## config.mk

```make
export PLATFORM = sky130hd
export DESIGN_NAME = lcell_top
export DESIGN_NICKNAME = d
export VERILOG_FILES = /design/src/rtl/lcell_pkg.sv /design/src/rtl/lcell_ctrl.sv /design/src/rtl/lcell_dp.sv /design/src/rtl/lcell_top.sv
export SDC_FILE = /design/constraint.sdc
export NUM_CORES = 1
export LEC_CHECK = 0
export BUFFER_PORTS_ARGS = -buffer_cell sky130_fd_sc_hd__buf_4
export CORE_AREA = 2 2 39 41
export DETAILED_ROUTE_END_ITERATION = 10
export DIE_AREA = 0 0 41 43
export PLACE_DENSITY = 0.76
export SYNTH_ARGS = -nofsm -noshare
export SYNTH_HDL_FRONTEND = slang
export SYNTH_SLANG_ARGS = --single-unit
```

## constraint.sdc

```tcl
create_clock -name clk -period 3.33 [get_ports clk]
set_clock_uncertainty 0.15 [all_clocks]
set_input_delay 0.666 -clock clk [delete_from_list [all_inputs] [get_ports clk]]
set_output_delay 0.666 -clock clk [all_outputs]
set_load 0.02 [all_outputs]
```

## src/rtl/lcell_pkg.sv

```systemverilog
package lcell_pkg;

  typedef enum logic [1:0] {
    MODE_D  = 2'd0,
    MODE_T  = 2'd1,
    MODE_JK = 2'd2,
    MODE_SR = 2'd3
  } regMode_e;

  typedef enum logic [1:0] {
    SRC_LUT   = 2'd0,
    SRC_CHAIN = 2'd1,
    SRC_PACK  = 2'd2
  } regSrc_e;

  // Strobes from control to datapath
  typedef struct packed {
    logic     hold;
    logic     load;
    regSrc_e  src;
    regMode_e mode;
    logic     useFb;
    logic     arith;
  } cellStb_t;

endpackage

```

## src/rtl/lcell_ctrl.sv

```systemverilog
module lcell_ctrl
  import lcell_pkg::*;
(
  input  logic       ce,
  input  logic       ldEn,
  input  logic       cfgArith,
  input  logic       cfgFeedback,
  input  logic       cfgPack,
  input  logic       cfgChainSel,
  input  logic [1:0] cfgRegMode,
  output cellStb_t   stb
);

  always_comb begin
    stb.hold  = !ce;
    // packing takes the load control away
    stb.load  = ce && ldEn && !cfgPack;
    if (cfgPack)          stb.src = SRC_PACK;
    else if (cfgChainSel) stb.src = SRC_CHAIN;
    else                  stb.src = SRC_LUT;
    stb.mode  = regMode_e'(cfgRegMode);
    stb.useFb = cfgFeedback;
    stb.arith = cfgArith;
  end

endmodule

```

## src/rtl/lcell_dp.sv

```systemverilog
module lcell_dp
  import lcell_pkg::*;
#(
  parameter int LUT_INPUTS = 4,
  parameter int FB_IDX     = 1
) (
  input  logic                       clk,
  input  logic                       clr,
  input  cellStb_t                   stb,
  input  logic [LUT_INPUTS-1:0]      dIn,
  input  logic                       cin,
  input  logic                       chainIn,
  input  logic                       ldData,
  input  logic [(1<<LUT_INPUTS)-1:0] cfgTable,
  output logic                       comb,
  output logic                       q,
  output logic                       cout
);

  localparam int SEC_IDX  = 2;
  localparam int PACK_IDX = LUT_INPUTS - 1;

  logic [LUT_INPUTS-1:0] lutIdx;
  logic qReg;
  logic sumBit, carryBit;
  logic srcBit, secBit, nextQ;

  // Table inputs, with the feedback tap on one of them
  for (genvar k = 0; k < LUT_INPUTS; k++) begin : g_idx
    if (k == FB_IDX) begin : g_fb
      assign lutIdx[k] = stb.useFb ? qReg : dIn[k];
    end else begin : g_plain
      assign lutIdx[k] = dIn[k];
    end
  end

  assign sumBit   = lutIdx[0] ^ lutIdx[1] ^ cin;
  assign carryBit = (lutIdx[0] & lutIdx[1]) | (cin & (lutIdx[0] | lutIdx[1]));
  assign comb     = stb.arith ? sumBit : cfgTable[lutIdx];
  assign cout     = stb.arith & carryBit;

  always_comb begin
    case (stb.src)
      SRC_PACK:  srcBit = dIn[PACK_IDX];
      SRC_CHAIN: srcBit = chainIn;
      default:   srcBit = comb;
    endcase
  end

  assign secBit = dIn[SEC_IDX];

  always_comb begin
    case (stb.mode)
      MODE_T:  nextQ = qReg ^ srcBit;
      MODE_JK: nextQ = (srcBit & ~qReg) | (~secBit & qReg);
      MODE_SR: nextQ = ~secBit & (srcBit | qReg);
      default: nextQ = srcBit;
    endcase
  end

  always_ff @(posedge clk or posedge clr) begin
    if (clr)           qReg <= 1'b0;
    else if (stb.hold) qReg <= qReg;
    else if (stb.load) qReg <= ldData;
    else               qReg <= nextQ;
  end

  assign q = qReg;

  AST_CLEAR_ZERO: assert property (@(posedge clk) clr |-> (qReg == 1'b0));
  AST_HOLD_NO_CE: assert property (@(posedge clk) disable iff (clr)
    stb.hold |=> (qReg == $past(qReg)));
  AST_LOAD_TAKES: assert property (@(posedge clk) disable iff (clr)
    stb.load |=> (qReg == $past(ldData)));
  AST_T_FLIPS: assert property (@(posedge clk) disable iff (clr)
    (!stb.hold && !stb.load && stb.mode == MODE_T && srcBit) |=> (qReg != $past(qReg)));
  AST_CARRY_MAJ: assert property (@(posedge clk) disable iff (clr)
    stb.arith |-> (cout == ($countones({lutIdx[0], lutIdx[1], cin}) > 1)));

endmodule

```

## src/rtl/lcell_top.sv

```systemverilog
module lcell_top
  import lcell_pkg::*;
#(
  parameter int LUT_INPUTS = 4,
  parameter int ROUTES     = 2
) (
  input  logic                       clk,
  input  logic                       clr,
  input  logic                       ce,
  input  logic [LUT_INPUTS-1:0]      dIn,
  input  logic                       cin,
  input  logic                       chainIn,
  input  logic                       ldEn,
  input  logic                       ldData,
  input  logic [(1<<LUT_INPUTS)-1:0] cfgTable,
  input  logic                       cfgArith,
  input  logic                       cfgFeedback,
  input  logic                       cfgPack,
  input  logic                       cfgChainSel,
  input  logic [1:0]                 cfgRegMode,
  input  logic [ROUTES:0]            cfgOutReg,
  output logic [ROUTES-1:0]          routeOut,
  output logic                       localOut,
  output logic                       chainOut,
  output logic                       cout
);

  cellStb_t stb;
  logic comb, q;
  logic [ROUTES:0] outVec;

  lcell_ctrl u_ctrl (
    .ce(ce), .ldEn(ldEn), .cfgArith(cfgArith), .cfgFeedback(cfgFeedback),
    .cfgPack(cfgPack), .cfgChainSel(cfgChainSel), .cfgRegMode(cfgRegMode),
    .stb(stb)
  );

  lcell_dp #(.LUT_INPUTS(LUT_INPUTS)) u_dp (
    .clk(clk), .clr(clr), .stb(stb), .dIn(dIn), .cin(cin), .chainIn(chainIn),
    .ldData(ldData), .cfgTable(cfgTable), .comb(comb), .q(q), .cout(cout)
  );

  // Each output picks registered or unregistered result on its own
  for (genvar i = 0; i <= ROUTES; i++) begin : g_out
    assign outVec[i] = cfgOutReg[i] ? q : comb;
  end

  assign routeOut = outVec[ROUTES-1:0];
  assign localOut = outVec[ROUTES];
  assign chainOut = q;

  AST_PACK_NO_LOAD: assert property (@(posedge clk) disable iff (clr)
    (cfgPack && ce && cfgRegMode == 2'd0) |=> (chainOut == $past(dIn[LUT_INPUTS-1])));

endmodule

```

## After elaboration in Yosys (flattened, before gate mapping)

Index checks and enable logic that the tools add are counted.

| storage, ports and cells | value |
|---|---|
| register bits after elaboration | 1 |
| ROM bits | 0 |
| RAM bits | 0 |
| latch bits | 0 |
| memories | 0 |
| output and inout port bits | 5 |
| input bits | 36 |

| operators by class | value |
|---|---|
| muxes and demuxes | 12 |
| reduce and logical (&&, ||, !) cells | 3 |
| shifts and indexed selects | 0 |
| magnitude comparators | 1 |
| equal/unequal tests | 5 |
| add/sub/neg operators | 0 |
| divide/modulo/power cells | 0 |
| bitwise operators | 15 |
| $mul | 0 |

Operators by type and width:

| operator | number |
|---|---|
| $mux 1 | 8 |
| $and 1x1->1 | 6 |
| $eq 2x2->1 const B | 3 |
| $lt 4x5->1 const B | 1 |
| $bmux 1 s4 | 1 |
| $eq 2x1->1 const B | 2 |
| $or 1x1->1 | 4 |
| $pmux 1 s3 | 1 |
| $xor 1x1->1 | 3 |
| $logic_and 1x1->1 | 2 |
| $mux 2 | 1 |
| $not 1->1 | 2 |
| $pmux 1 s2 | 1 |
| $logic_not 1->1 | 1 |

## Depth between registers and ports, before layout

Gate-level depths: netlist (run 1).

| depth | value |
|---|---|
| word-level depth | 9 |
| depth in mapped cells | 12 |
| gate-level depth less buffers | 12 |

## Cells and area by module

Synthesis (run 1) repeated with hierarchy kept, for this count alone.

| second synthesis, totals | value |
|---|---|
| cells, all modules | 58 |
| area total of the unflattened synthesis | 500.5 µm² |

By module, submodules not included:

| module | cells each | times used | area each (µm²) |
|---|---|---|---|
| lcell_dp | 47 | 1 | 406.6 |
| lcell_ctrl | 8 | 1 | 56.3 |
| lcell_top | 3 | 1 | 37.5 |

## Worst setup path before layout (run 1)

No wires, ideal clock.

| timing | value |
|---|---|
| path kind | input port to flip-flop |
| start point | in cfgFeedback |
| end point | reg u_dp.qReg, in the netlist u_dp.q |
| setup time | 0.120 ns |
| data arrival time | 2.632 ns |
| data required time | 3.060 ns |
| buffers on the path | 0 |
| stages | 10 |
| path slack | 0.428 ns |
| path through | mux2_4 > inv_1 > fa_1 > and2b_2 > o41ai_2 > ha_1 > nor3b_1 > a211o_1 > a31oi_1 > o211a_1 |

| between the ends | value |
|---|---|
| word-level cells in the longest chain between the ends | 9 |
| elaborated cells between the ends (all ways) | 14 |
| classes of those cells | mux: 7; bitwise: 7 |

RTL lines:

| what | line | RTL |
|---|---|---|
| from (decl) | lcell_top.sv:17 | `input logic cfgFeedback,` |
| $mux 1 (*) | lcell_dp.sv:31 | `assign lutIdx[k] = stb.useFb ? qReg : dIn[k];` |
| $bmux 1 s4 / $xor 1x1->1 (equally long branches) | lcell_dp.sv:39, lcell_dp.sv:37 |  |
| $mux 1 (implied by the code) / $xor 1x1->1 (equally long branches) | lcell_dp.sv:39, lcell_dp.sv:37 |  |
| $mux 1 (*) | lcell_dp.sv:39 | `assign comb = stb.arith ? sumBit : cfgTable[lutIdx];` |
| $pmux 1 s2 (*) | lcell_dp.sv:43 | `case (stb.src)` |
| $or 1x1->1 / $and 1x1->1 (equally long branches) | lcell_dp.sv:56, lcell_dp.sv:55 |  |
| $and 1x1->1 / $or 1x1->1 (equally long branches) | lcell_dp.sv:56, lcell_dp.sv:55 |  |
| $pmux 1 s3 (*) | lcell_dp.sv:53 | `case (stb.mode)` |
| $mux 1 (*) | lcell_dp.sv:64 | `else if (stb.load) qReg <= ldData;` |
| to (signal assigned) | lcell_dp.sv:63 | `else if (stb.hold) qReg <= qReg;` |
| to (signal assigned) | lcell_dp.sv:64 |  |
| to (signal assigned) | lcell_dp.sv:65 | `else qReg <= nextQ;` |
| to (decl) | lcell_dp.sv:24 | `logic qReg;` |

Mark *: on every way between the ends. The rest lies on a longest branch, timed or not. The select of a mux whose other input is x is not followed.
A chain may end at the register's enable or synchronous reset.

## Worst setup path after layout (run 1)

Same ends and word-level chain as after synthesis.

==> results of run 1 <==
[final timing paths]
kind,end,cells after the start
worst min-delay path,u_dp.q,2
min in group clk,u_dp.q,3
max in group asynchronous,u_dp.q,2
worst max register to register,u_dp.q,10
worst max-delay path,u_dp.q,11
worst min register to register,u_dp.q,3
[cell type report]
type | instances | area, um^2 | share of cell area [%]
sequential | 1 | 25.0 | 3.29
inverter | 5 | 18.8 | 2.47
tap | 16 | 20.0 | 2.63
timing repair buffer | 40 | 300 | 39.5
multi-input combinational | 48 | 397 | 52.1
[cell families (layout without fill, tap and decap cells)]
kind of cell	Yosys count	after routing	synth area share (%)
and+or+nand+nor	30	30	38.8
AOI/OAI and AO/OA	11	11	21.6
muxes	5	5	22.1
buffers and inverters	5	45	4.31
adders and majority gates	2	2	7.47
DFF	1	1	5.75
[layer usage]
| layer | routed length [um] | global-route usage, % |
|---|---|---|
| met5 | 0 | 0 |
| met4 | 0 | 0 |
| met3 | 159 | 2.62 |
| met2 | 677 | 30.6 |
| met1 | 458 | 15.9 |
[stage by stage]
stage                     worst slack, ns  hold WS, ns  util [%]  instance area, um^2  instances
after floorplan                     0.428        0.245         -                  435         54
after global placement              0.225        0.363      54.6                  756        110
after detailed placement            0.153        0.364      54.6                  756        110
after CTS                           0.141        0.364      54.6                  756        110
after global routing              0.00184        0.371      55.0                  761        110
final                               0.173        0.361      55.0                  761        110
[Yosys cell counts, types with 2 or more instances]
cell type   n
nor3b_1     3
o31a_1      3
nor3_1      2
nor2_1      2
nor2b_1     3
nor4_1      2
nand2_1    11
mux4_2      2
inv_1       5
o21ai_0     2
[repair_timing]
action | CTS | global route
endpoints found under the setup margin | 0 | 1
endpoints found under the hold margin | 0 | 0
resized for setup | 0 | 1
hold buffers | 0 | 0
[power groups by stage]
stage / sequential (mW) / clock, mW / combinational (mW)
4_1_cts: 0.0180 / 0 / 0.134
3_3_place_gp: 0.0181 / 0 / 0.131
6_report: 0.0181 / 0 / 0.133
3_5_place_dp: 0.0180 / 0 / 0.134
2_1_floorplan: 0.0201 / 0 / 0.0708
5_1_grt: 0.0185 / 0 / 0.146
==> impl_results.md, run 1 <==
* Power share of the clock group at 0%
* Final wirelength at 1.29 mm
* Synth-to-Final Area Change at 74.7%
* Reg clk slew, reported paths at 0 ns
* Final Cycle Share at around 95%
* Synth Flop Type: dfrtp_1
* Via density at between 5 and 6
* Setup TNS at 0 ns
* DR vias at roughly 560
* Pins Over Slew Limit at 0
* Port bufs at 40
* Relative slew slack at a little under 70%
* Fill cells at around 140
* Number of remaining DRC errors at 0
* TritonRoute pass-1 iters at 2
* IO Pins at 41
* Worst path arrival time at 2.89 ns
* Crit start category: input pin
* Antenna Diode Count at 0
* Switching pwr at approximately 62 uW
* FF+latch count, synth at 1
* Hpwl dp at around 1.2 mm
* Die ar. at roughly 1800 um^2
* R2r startpoint: u_dp.q
* Synth unique cells at 29
* Register area share after synthesis at under 10%
* Synthesized Nets at 92
* Maximum vdd ir drop at 0.132 mV
* Yosys top cell area share at a little over 10%
* Max-cap violations at 0
* Critical path's slowest cell: mux4_2
* Setup Buffers After CTS at 0
* Critical Path RT at 3.06 ns
* CP cell instances: buf_4 > mux2_4 > mux4_2 > o22ai_1 > nor4_2 > o41ai_2 > ha_1 > nor3b_1 > a211o_1 > a31oi_1 > o211a_1
* First-pass GRT wire length at just under 2 mm
* Final setup fails at 0
* CP Max Fanout at 6
* Power per cell area at roughly 200 nW/um^2
* Min cycle time layout at 3.16 ns
* DIE HEIGHT at between 40 and 50 um
* Leakage power at between 0.3 and 0.4 nW
* Share of layout cells above drive strength 1 at a little over half
* Pin count of the biggest net entering global routing at 10
* Unrepaired setup endpoints after global routing: false
* Initial antenna violation count at 0
* Worst-margin pin slew at 0.472 ns
* Hold Violations, Final at 0
* Largest register FFs at 1
* Syn Inst Count at 54
* CORE AREA at between 1000 and 1500 um^2
* Synth area leader: mux4_2
* DRT antenna net count at 0
* Post-synth EDFFs at 0
* Power, Total at about 150 uW
* Net Sw Frac at between 40% and 50%
* Die W at ~41 um
* GP Congestion at roughly 0.76
* Status: completed
* Min-Delay Path Class: input pin to async pin
* Vias in the first global route at between 500 and 600
* Sequential share of power at 11.9%
* Nets at about 130
* First DRT Iteration DRCs at 2
* Crit path max-delay family: multiplexers
* Row count at 14
* Tot GR Track Use at about 15%
* Worst path max stage delay at roughly 0.45 ns
* Synth Cell Area at approximately 440 um^2
* Crit path from: cfgFeedback
* Combinational power share at approximately nine tenths
* Clock Latency Late Sink at 0 ns
* Synth area leaders: mux4_2 10%, nand2_1 9.5%, mux4_1 6.0%, o31a_1 6.0%, dfrtp_1 5.7%
* Reg2Reg Setup Slack at between 0.5 and 0.6 ns
* Routed WL per cell at 11.8 um
* Total congestion overflow at 0
* Fmax at between 300 and 400 MHz
* Synth warnings at 0
* Most frequent cells in the layout: 40 x buf_4, 11 x nand2_1, 5 x inv_1
* Ys async rst share at 100%
* Design internal power at approximately 89 uW
* CP Buf/Inv Count at 1
* Worst setup EP type: register
* Worst Setup Path Type: input pin to register
* Mean Syn Cell Area at ~8.1 um^2
* Commonest non-fill, non-tap cell in the layout: buf_4
* Initial core utilization at about a third
Power figures use the tool's default switching activity.
==> run 2: changes to the inputs <==
--- a/config.mk
+++ b/config.mk
@@ -5,11 +5,12 @@
 export SDC_FILE = /design/constraint.sdc
 export NUM_CORES = 1
 export LEC_CHECK = 0
-export BUFFER_PORTS_ARGS = -buffer_cell sky130_fd_sc_hd__buf_4
+export BUFFER_PORTS_ARGS = -buffer_cell sky130_fd_sc_hd__buf_2
 export CORE_AREA = 2 2 39 41
 export DETAILED_ROUTE_END_ITERATION = 10
 export DIE_AREA = 0 0 41 43
 export PLACE_DENSITY = 0.76
+export RECOVER_POWER = 100
 export SYNTH_ARGS = -nofsm -noshare
 export SYNTH_HDL_FRONTEND = slang
 export SYNTH_SLANG_ARGS = --single-unit
==> run 2 against run 1 <==
Against the previous run:
- routed wire length decreased by 13%
- final area decreased by 14%
- flip-flop and latch count unchanged
==> impl_results.md, run 2 (synthesized netlist as in run 1, its figures left out) <==
* Combinational power share at 85.8% (-2.3 points)
* Hold WS at 0.350 ns (-0.0113 ns)
* Max-cap violations at 0 (unchanged)
* Setup TNS at 0 ns (unchanged)
* Pin count of the biggest net entering global routing at 10 (unchanged)
* Leakage power at 0.331 nW (-12%)
* Sequential share of power at 14.2% (+2.3 points)
* Final Core Density at 47.0% (-8.0 points)
* Reg2Reg Setup Slack at 0.56 ns (about the same)
* Post-CTS Resized at 0 (unchanged)
* DIE HEIGHT at 43 um (unchanged)
* Final setup fails at 0 (unchanged)
* Die ar. at 1760 um^2 (unchanged)
* DRT antenna net count at 0 (unchanged)
* First-pass GRT wire length at 1.77 mm (-11%)
* Power per cell area at 202 nW/um^2 (+1.4%)
* Critical Path RT at 3.05 ns (about the same)
* Worst Setup Path Type: input pin to register
* First DRT Iteration DRCs at 1 (-1)
* Critical path's slowest cell: mux2_4
* Nets at 134 (unchanged)
* Row count at 14 (unchanged)
* CORE AREA at 1380 um^2 (unchanged)
* Power share of the clock group at 0% (unchanged)
* Share of layout cells above drive strength 1 at 46.8% (-5.3 points)
* DR vias at 550 (-2.0%)
* Unrepaired setup endpoints after global routing: false
* Net Sw Frac at 46.8% (+5.5 points)
* Total congestion overflow at 0 (unchanged)
* Vias in the first global route at 480 (-13%)
* Initial core utilization at 31.5% (unchanged)
* Setup ws final at 0.211 ns (+0.0381 ns)
* Relative slew slack at 68.4% (+0.10 points)
* Clock Latency Late Sink at 0 ns (unchanged)
* IO Pins at 41 (unchanged)
* Largest register FFs at 1 (unchanged)
* Crit start category: input pin
* Routed WL per cell at 10.3 um (-13%)
* Port bufs at 40 (unchanged)
* Most frequent cells in the layout: 36 x buf_2, 11 x nand2_1, 5 x inv_1, 4 x clkbuf_1
* Hpwl dp at 1.04 mm (-14%)
* Status: completed
* Antenna Diode Count at 0 (unchanged)
* Tot GR Track Use at 13.5% (-1.8 points)
* Final wirelength at 1.13 mm (-13%)
* Design internal power at 70.0 uW (-21%)
* Commonest non-fill, non-tap cell in the layout: buf_2
* Worst path max stage delay at 0.33 ns (-0.12 ns)
* GP Congestion at 0.736 (-3.4%)
* Maximum vdd ir drop at 0.118 mV (-10%)
* Reg clk slew, reported paths at 0 ns (unchanged)
* Hold Violations, Final at 0 (unchanged)
* Final Cycle Share at 93.7% (-1.1 points)
* CP Buf/Inv Count at 2 (+1)
* Min-Delay Path Class: input pin to async pin
* Min cycle time layout at 3.12 ns (-0.0381 ns)
* TritonRoute pass-1 iters at 2 (unchanged)
* Worst path arrival time at 2.84 ns (-0.05 ns)
* Pre-CTS setup slack at 0.191 ns (+0.0376 ns)
* Switching pwr at 61.5 uW (-1.6%)
* Number of remaining DRC errors at 0 (unchanged)
* Crit path max-delay family: multiplexers
* Fmax at 321 MHz (+1.2%)
* Post-CTS Hold Buffers at 0 (unchanged)
* Setup Buffers After CTS at 0 (unchanged)
* CP cell instances: buf_2 > mux2_4 > inv_1 > mux4_2 > nor3_1 > nor4_2 > o41ai_2 > ha_1 > nor3b_1 > a211o_1 > a31oi_1 > o211a_1
* Synth-to-Final Area Change at 49.4%
* Worst-margin pin slew at 0.470 ns (-0.00149 ns)
* CP Max Fanout at 6 (unchanged)
* Power, Total at 131 uW (-13%)
* Via density at 5.00 (-2.0%)
* Initial antenna violation count at 0 (unchanged)
* Worst setup EP type: register
* Die W at 41 um (unchanged)
* Pins Over Slew Limit at 0 (unchanged)
==> run 2: changes by cell type in the layout (fill, tap and decap cells not counted) <==
cell,change
buf_2,+36
clkbuf_1,+4
buf_4,-40
nor3_1,+1
nor3_2,-1
==> run 2: power by group through the flow <==
stage	combinational, mW	clock, mW	sequential (mW)
2_1_floorplan	0.0708	0	0.0201
3_3_place_gp	0.113	0	0.0181
3_5_place_dp	0.116	0	0.0183
4_1_cts	0.116	0	0.0184
5_1_grt	0.125	0	0.0191
6_report	0.113	0	0.0186
==> run 2: layout make-up <==
cell class	count	area, um^2
fillers	149	733
multi-input cells	48	392
repair buffers	40	195
flip-flops and latches	1	25.0
well taps	16	20.0
inverters	5	18.8
==> run 2: path summary, 6_finish.rpt <==
check,from,to,cells past startpoint
max,cfgFeedback,u_dp.q,12
max in group asynchronous,clr,u_dp.q,2
max reg2reg,u_dp.q,u_dp.q,11
min in group clk,u_dp.q,u_dp.q,3
min,clr,u_dp.q,2
min reg2reg,u_dp.q,u_dp.q,3
==> run 2: per-stage QoR <==
stage | cells | cell area (um^2)
finish | 110 | 651
global placement | 110 | 656
floorplan | 54 | 435
global route | 110 | 651
CTS | 110 | 656
detailed placement | 110 | 656
==> run 2: per-layer routing <==
metal  track usage, %  routed length [um]  vias to the layer above  share of wire [%]
li1                 -                   -                      288                  -
met1             19.8                 491                      228                 43
met2             22.8                 523                       34                 46
met3                0                 117                        0                 10
met4                0                   0                        0                  0
met5                0                   0                        -                  0
